===== config.mk =====
export PLATFORM = sky130hd
export DESIGN_NAME = fru_eeprom_target
export DESIGN_NICKNAME = d
export VERILOG_FILES = /design/src/rtl/fru_pkg.sv /design/src/rtl/i2c_line_sync.sv /design/src/rtl/fru_store.sv /design/src/rtl/fru_eeprom_target.sv
export SDC_FILE = /design/constraint.sdc
export NUM_CORES = 1
export LEC_CHECK = 0
export ABC_CLOCK_PERIOD_IN_PS = 2800
export BUFFER_PORTS_ARGS = -buffer_cell sky130_fd_sc_hd__clkbuf_2
export CAP_MARGIN = 40
export CELL_PAD_IN_SITES_DETAIL_PLACEMENT = 1
export CELL_PAD_IN_SITES_GLOBAL_PLACEMENT = 1
export CORE_MARGIN = 1.5
export CORE_UTILIZATION = 38
export DETAILED_ROUTE_END_ITERATION = 7
export GPL_TIMING_DRIVEN = 0
export PLACE_DENSITY_LB_ADDON = 0.05
export SLEW_MARGIN = 20
export SYNTH_ARGS = -nofsm -noshare
export SYNTH_HDL_FRONTEND = slang
export SYNTH_SLANG_ARGS = --single-unit

===== constraint.sdc =====
create_clock -name clk -period 2.8 [get_ports clk]
set_input_delay 0.14 -clock clk [delete_from_list [all_inputs] [get_ports clk]]
set_output_delay 0.14 -clock clk [all_outputs]
set_load 0.01 [all_outputs]

===== src/rtl/fru_pkg.sv =====
package fru_pkg;

    localparam int          FRU_LEN_DEF  = 300;
    localparam int          XFER_MAX_DEF = 256;
    localparam logic [6:0]  TGT_ADDR_DEF = 7'h50;
    localparam int          PTR_W        = 16;

    typedef enum logic [3:0] {
        ST_IDLE,
        ST_ADDR,
        ST_ACK_W,
        ST_ACK_R,
        ST_OFS_LO,
        ST_ACK_LO,
        ST_OFS_HI,
        ST_ACK_HI,
        ST_SEND,
        ST_HOST_ACK,
        ST_IGNORE
    } tgt_state_t;

    // Contents of the emulated FRU image, computed per index.
    function automatic logic [7:0] fru_byte(input logic [PTR_W-1:0] idx);
        logic [7:0] mix;
        mix = idx[7:0] * 8'd37;
        return (mix + 8'd11) ^ {5'b0, idx[10:8]};
    endfunction

endpackage


===== src/rtl/i2c_line_sync.sv =====
module i2c_line_sync #(
    parameter int STAGES = 2
) (
    input  logic clk,
    input  logic rst_n,
    input  logic scl_i,
    input  logic sda_i,
    output logic scl_s,
    output logic sda_s,
    output logic scl_rise,
    output logic scl_fall,
    output logic start_det,
    output logic stop_det
);
    logic [STAGES-1:0] scl_sh;
    logic [STAGES-1:0] sda_sh;
    logic              scl_p;
    logic              sda_p;

    generate
        if (STAGES > 1) begin : g_multi
            always_ff @(posedge clk or negedge rst_n) begin
                if (!rst_n) begin
                    scl_sh <= '1;
                    sda_sh <= '1;
                end else begin
                    scl_sh <= {scl_sh[STAGES-2:0], scl_i};
                    sda_sh <= {sda_sh[STAGES-2:0], sda_i};
                end
            end
        end else begin : g_single
            always_ff @(posedge clk or negedge rst_n) begin
                if (!rst_n) begin
                    scl_sh <= '1;
                    sda_sh <= '1;
                end else begin
                    scl_sh <= scl_i;
                    sda_sh <= sda_i;
                end
            end
        end
    endgenerate

    always_ff @(posedge clk or negedge rst_n) begin
        if (!rst_n) begin
            scl_p <= 1'b1;
            sda_p <= 1'b1;
        end else begin
            scl_p <= scl_s;
            sda_p <= sda_s;
        end
    end

    assign scl_s     = scl_sh[STAGES-1];
    assign sda_s     = sda_sh[STAGES-1];
    assign scl_rise  = scl_s & ~scl_p;
    assign scl_fall  = ~scl_s & scl_p;
    assign start_det = scl_s & scl_p & sda_p & ~sda_s;
    assign stop_det  = scl_s & scl_p & ~sda_p & sda_s;

endmodule


===== src/rtl/fru_store.sv =====
module fru_store #(
    parameter int LEN = 300,
    parameter int AW  = 16
) (
    input  logic          clk,
    input  logic [AW-1:0] addr,
    output logic [7:0]    rd_data
);
    localparam logic [AW-1:0] LEN_V = AW'(LEN);

    always_ff @(posedge clk) begin
        if (addr < LEN_V) rd_data <= fru_pkg::fru_byte(addr);
        else              rd_data <= 8'hFF;
    end

endmodule


===== src/rtl/fru_eeprom_target.sv =====
module fru_eeprom_target
    import fru_pkg::*;
#(
    parameter int         FRU_LEN     = FRU_LEN_DEF,
    parameter int         XFER_MAX    = XFER_MAX_DEF,
    parameter logic [6:0] TGT_ADDR    = TGT_ADDR_DEF,
    parameter int         SYNC_STAGES = 2
) (
    input  logic clk,
    input  logic rst_n,
    input  logic scl_i,
    input  logic sda_i,
    output logic sda_oe
);
    localparam int             CNT_W = $clog2(XFER_MAX + 1);
    localparam logic [CNT_W-1:0] CAP = CNT_W'(XFER_MAX);

    logic             scl_s, sda_s, scl_rise, scl_fall, start_det, stop_det;
    tgt_state_t       state, nxt;
    logic [3:0]       bit_cnt;
    logic [7:0]       shreg;
    logic [7:0]       lo_hold;
    logic [7:0]       tx;
    logic [PTR_W-1:0] ptr;
    logic [CNT_W-1:0] xfer_cnt;
    logic             host_acked;
    logic [7:0]       rom_data;
    logic [7:0]       pick;

    i2c_line_sync #(.STAGES(SYNC_STAGES)) u_sync (
        .clk      (clk),
        .rst_n    (rst_n),
        .scl_i    (scl_i),
        .sda_i    (sda_i),
        .scl_s    (scl_s),
        .sda_s    (sda_s),
        .scl_rise (scl_rise),
        .scl_fall (scl_fall),
        .start_det(start_det),
        .stop_det (stop_det)
    );

    fru_store #(.LEN(FRU_LEN), .AW(PTR_W)) u_store (
        .clk    (clk),
        .addr   (ptr),
        .rd_data(rom_data)
    );

    assign pick = (xfer_cnt >= CAP) ? 8'hFF : rom_data;

    // Next-state logic
    always_comb begin
        nxt = state;
        if (stop_det) begin
            nxt = ST_IDLE;
        end else if (start_det) begin
            nxt = ST_ADDR;
        end else begin
            unique case (state)
                ST_IDLE:     nxt = ST_IDLE;
                ST_ADDR: begin
                    if (scl_fall && bit_cnt == 4'd8) begin
                        if (shreg[7:1] == TGT_ADDR) nxt = shreg[0] ? ST_ACK_R : ST_ACK_W;
                        else                        nxt = ST_IGNORE;
                    end
                end
                ST_ACK_W:    if (scl_fall) nxt = ST_OFS_LO;
                ST_OFS_LO:   if (scl_fall && bit_cnt == 4'd8) nxt = ST_ACK_LO;
                ST_ACK_LO:   if (scl_fall) nxt = ST_OFS_HI;
                ST_OFS_HI:   if (scl_fall && bit_cnt == 4'd8) nxt = ST_ACK_HI;
                ST_ACK_HI:   if (scl_fall) nxt = ST_IGNORE;
                ST_ACK_R:    if (scl_fall) nxt = ST_SEND;
                ST_SEND:     if (scl_fall && bit_cnt == 4'd7) nxt = ST_HOST_ACK;
                ST_HOST_ACK: if (scl_fall) nxt = host_acked ? ST_SEND : ST_IGNORE;
                ST_IGNORE:   nxt = ST_IGNORE;
                default:     nxt = ST_IDLE;
            endcase
        end
    end

    // State register and datapath
    always_ff @(posedge clk or negedge rst_n) begin
        if (!rst_n) begin
            state      <= ST_IDLE;
            bit_cnt    <= '0;
            shreg      <= '0;
            lo_hold    <= '0;
            tx         <= 8'hFF;
            ptr        <= '0;
            xfer_cnt   <= '0;
            host_acked <= 1'b0;
        end else begin
            state <= nxt;
            if (start_det) begin
                bit_cnt  <= '0;
                xfer_cnt <= '0;
            end else begin
                unique case (state)
                    ST_ADDR, ST_OFS_LO, ST_OFS_HI: begin
                        if (scl_rise) begin
                            shreg   <= {shreg[6:0], sda_s};
                            bit_cnt <= bit_cnt + 4'd1;
                        end
                        if (scl_fall && bit_cnt == 4'd8) begin
                            if (state == ST_OFS_LO) lo_hold <= shreg;
                            if (state == ST_OFS_HI) ptr     <= {shreg, lo_hold};
                        end
                    end
                    ST_ACK_W, ST_ACK_LO: if (scl_fall) bit_cnt <= '0;
                    ST_ACK_R: begin
                        if (scl_fall) begin
                            tx      <= pick;
                            bit_cnt <= '0;
                        end
                    end
                    ST_SEND: begin
                        if (scl_fall) begin
                            tx      <= {tx[6:0], 1'b1};
                            bit_cnt <= bit_cnt + 4'd1;
                        end
                    end
                    ST_HOST_ACK: begin
                        if (scl_rise) begin
                            host_acked <= ~sda_s;
                            if (!sda_s && xfer_cnt < CAP) begin
                                ptr      <= ptr + 1'b1;
                                xfer_cnt <= xfer_cnt + 1'b1;
                            end
                        end
                        if (scl_fall && host_acked) begin
                            tx      <= pick;
                            bit_cnt <= '0;
                        end
                    end
                    default: ;
                endcase
            end
        end
    end

    // Output logic
    always_comb begin
        unique case (state)
            ST_ACK_W, ST_ACK_R, ST_ACK_LO, ST_ACK_HI: sda_oe = 1'b1;
            ST_SEND:                                 sda_oe = ~tx[7];
            default:                                 sda_oe = 1'b0;
        endcase
    end

    // drive changes only while SCL is low
    a_r9_drive_scl_low: assert property (@(posedge clk) disable iff (!rst_n)
        !$stable(sda_oe) |-> !scl_s);

    // STOP leaves SDA released
    a_r9_stop_release: assert property (@(posedge clk) disable iff (!rst_n)
        stop_det |=> !sda_oe);

    // pointer moves only by one after a host ack, or by offset commit
    a_r4_ptr_step: assert property (@(posedge clk) disable iff (!rst_n)
        !$stable(ptr) |-> (($past(state) == ST_HOST_ACK) && (ptr == $past(ptr) + 16'd1))
                          || ($past(state) == ST_OFS_HI));

    // once the cap is reached the pointer holds until the next START
    a_r6_cap_hold: assert property (@(posedge clk) disable iff (!rst_n)
        (xfer_cnt == CAP && !start_det) |=> $stable(ptr));

    // STOP during the high offset byte does not move the pointer
    a_r8_half_offset: assert property (@(posedge clk) disable iff (!rst_n)
        (stop_det && state == ST_OFS_HI) |=> $stable(ptr));

endmodule


==> flow_summary.json <==
{
  "wire_per_inst_um": 16.9,
  "rsz0062_at_grt": "false",
  "totalWireLength_mm": 9.97,
  "ioPinCount": 5,
  "gr-total-overflow": 0,
  "skew_ps": 16.0,
  "crit_arrival_ps": 2790,
  "antenna_found_initial": 0,
  "yosys_warnings": 0,
  "syn_nets": 456,
  "core_um2": 10400,
  "cts_root_buffer": "clkbuf_8",
  "peakVddDrop_mv": 0.431,
  "required_ps": 3020,
  "crit_path_max_fanout": 3,
  "num_antenna_cells": 0,
  "cp_slowest_stage_delay_ps": 490,
  "crit_chain": "ha_4 -> ha_1 -> inv_1 -> fa_1 -> inv_2 -> ha_4 -> ha_4 -> a21oi_1 -> o21ai_1 -> xnor2_1 -> nand2_1",
  "setup_viol": 0,
  "powerDensity_nw_per_um2": 963,
  "worst_pin_slew_ps": 1010,
  "setup.worst_path.end_class": "register",
  "htree_levels": 3,
  "layout.nets": 477,
  "grt_pass1_vias": 3343,
  "crit_type": "reg -> reg",
  "final_cell_area_um2": 4610,
  "syn2layout_area_growth_pct": 13.2,
  "layout_min_cycle_time_ps": 2580,
  "maxSlewViolCount": 0,
  "ys_seq_elements": 72,
  "insertion_delay_ps": 360,
  "synth_xor_area_share_pct": 4.95,
  "relSlewSlack_pct": 32.8,
  "dieWidth_um": 107,
  "synthArstFlopShare_pct": 88.9,
  "cts_inserted_buffers": 9,
  "synthCells": 428,
  "grt_pass1_wl_mm": 17.1,
  "via_per_inst": 5.48,
  "die_area_um2": 11300,
  "drive_gt1_share_pct": 16.7,
  "row_count": 37,
  "p_leak_nw": 2.03,
  "power_frac_clock_pct": 20.8,
  "synth_mux_area_share_pct": 5.19,
  "place_hpwl_mm": 7.03,
  "synth_top_family_by_area": "simple AND/OR/NAND/NOR gates",
  "die_y_um": 107,
  "timing.final.crit_share_pct": 92.1,
  "synth_area_um2": 4070,
  "yosysUniqueCellTypes": 60,
  "synth_compound_area_share_pct": 16.7,
  "hold_violations": 0,
  "max_clock_freq_mhz": 388,
  "clock_path_buffers": 2,
  "dr.pass1.iters": 4,
  "start_util_pct": 39.3,
  "track_usage_pct": 19.2,
  "dp_slack_ps": -213,
  "status": "complete, no violations",
  "drtIter0Drc": 114,
  "pwr-share-comb_pct": 42.2,
  "ant_nets": 0,
  "vias": 3234,
  "sw_frac_of_total_pct": 39.4,
  "mostFrequentLayoutCells": "dfrtp_1, nand2_1, nor2_1",
  "io_buffer_count": 4,
  "ys.flop_type": "dfrtp_1",
  "pwr-share-seq_pct": 37.0,
  "place_area_um2": 4290,
  "maxCapViolations": 0,
  "synth-simple-area-share_pct": 18.2,
  "grt_max_degree": 44,
  "cts.reportedPaths.clkPinSlew_ps": 80,
  "drc_errors": 0,
  "whs_ps": 264,
  "synth_edf_count": 0,
  "p_int_w": 0.00269,
  "critical-path-slowest-cell": "fa_1",
  "cp-start-kind": "register",
  "crit_top_cell": "ha_4",
  "synth_area_per_cell_um2": 9.52,
  "p_switching_w": 0.00175,
  "setup_slack_ps": 221,
  "gp_congestion": 0.818,
  "clkSinkCount": 72,
  "hp-class": "in -> async",
  "synth.yosys.seq_area_share_pct": 43.7,
  "final_util_pct": 44.5,
  "cts_tree": "built",
  "final_common_cell": "dfrtp_1",
  "synthAdderAreaFrac_pct": 7.74
}
repair_timing:
| action | CTS | global route |
|---|---|---|
| gates resized for setup | 4 | 5 |
| hold buffers | 3 | 0 |
| hold endpoints to repair | 23 | 0 |
| endpoints found under the setup margin | 1 | 2 |
| setup buffers | 2 | 0 |
| pin swaps | 0 | 2 |
worst max-delay path: cells and delay by family (launching register included):
kind | cells | cell delay, ps
buf+inv | 2 | 100
flops | 1 | 440
simple gates | 1 | 60
fa+ha+maj | 5 | 1480
compound gates | 2 | 220
xor+xnor | 1 | 150
cells by family after synthesis:
group	after synthesis
AND/OR/NAND/NOR	146
AO/OA/AOI/OAI	107
flip-flops	72
buffers and inverters	37
adder cells (fa/ha/maj)	24
XOR/XNOR	23
multiplexers	19
per-stage QoR:
step | cells | power, W | setup TNS, ps
2_1_floorplan | 428 | 0.00294 | 0
3_3_place_gp | 568 | 0.00341 | -192
3_5_place_dp | 569 | 0.00345 | -213
4_1_cts | 590 | 0.00446 | 0
5_1_grt | 590 | 0.00485 | 0
6_report | 590 | 0.00444 | 0
layer usage:
metal,vias up,track usage [%],part of all wire (%)
li1,1571,-,-
met1,1622,27.0,51
met2,28,30.0,45
met3,13,4.23,2.6
met4,0,5.24,1.3
met5,-,0,0
power groups by stage:
stage	sequential, W	clock (W)	combinational, W
finish	0.00164	0.000924	0.00187
global route	0.00169	0.000994	0.00216
CTS	0.00164	0.000955	0.00187
detailed placement	0.00167	0	0.00178
global placement	0.00166	0	0.00175
floorplan	0.00156	0	0.00139
synthesized netlist by cell type, drive strengths merged (3+ instances only):
cell / instances / area (um^2)
a21oi: 33 / 165
a31oi: 9 / 56.3
a41oi: 3 / 26.3
and3: 11 / 70.1
buf: 8 / 35.0
clkbuf: 16 / 60.1
dfrtp: 50 / 1250
dfstp: 14 / 368
dfxtp: 8 / 160
ha: 22 / 275
inv: 13 / 48.8
mux2: 17 / 191
nand2: 43 / 161
nand2b: 7 / 51.3
nand3: 11 / 55.1
nand4: 6 / 37.5
nor2: 41 / 156
nor3: 5 / 25.0
o21ai: 26 / 130
o22a: 9 / 78.8
o22ai: 4 / 25.0
o31a: 5 / 45.0
or3b: 4 / 35.0
xnor2: 11 / 96.3
xor2: 12 / 105
state kept, by name (all words and copies together), names as in the netlist:
name             flops
bit_cnt              4
host_acked           1
lo_hold              8
ptr                 16
shreg                8
state                4
tx                   8
u_store.rd_data      8
u_sync.scl_p         1
u_sync.scl_sh        2
u_sync.sda_p         1
u_sync.sda_sh        2
xfer_cnt             9
path summary, 6_finish.rpt:
| kind | end | startpoint | cells past startpoint | slack, ps |
|---|---|---|---|---|
| max | u_store.rd_data[7] | ptr[4] | 11 | 220 |
| min | ptr[2] | rst_n | 2 | 260 |
| max reg2reg | u_store.rd_data[7] | ptr[4] | 11 | 220 |
| min reg2reg | u_sync.sda_sh[1] | u_sync.sda_sh[0] | 0 | 370 |
| max in group asynchronous | tx[4] | rst_n | 3 | 1940 |
| min in group clk | u_sync.sda_sh[1] | u_sync.sda_sh[0] | 0 | 370 |
final cells by class:
cell class,instances,area [um^2]
flip-flops and latches,72,1780
multi-input cells,319,2200
inverters,13,48.8
clock inverters,7,96.3
plain buffers,24,95.1
well taps,136,170
clock buffers,9,124
fillers,1198,5760
repair buffers,10,95.1
(Power assumes the default switching activity.)
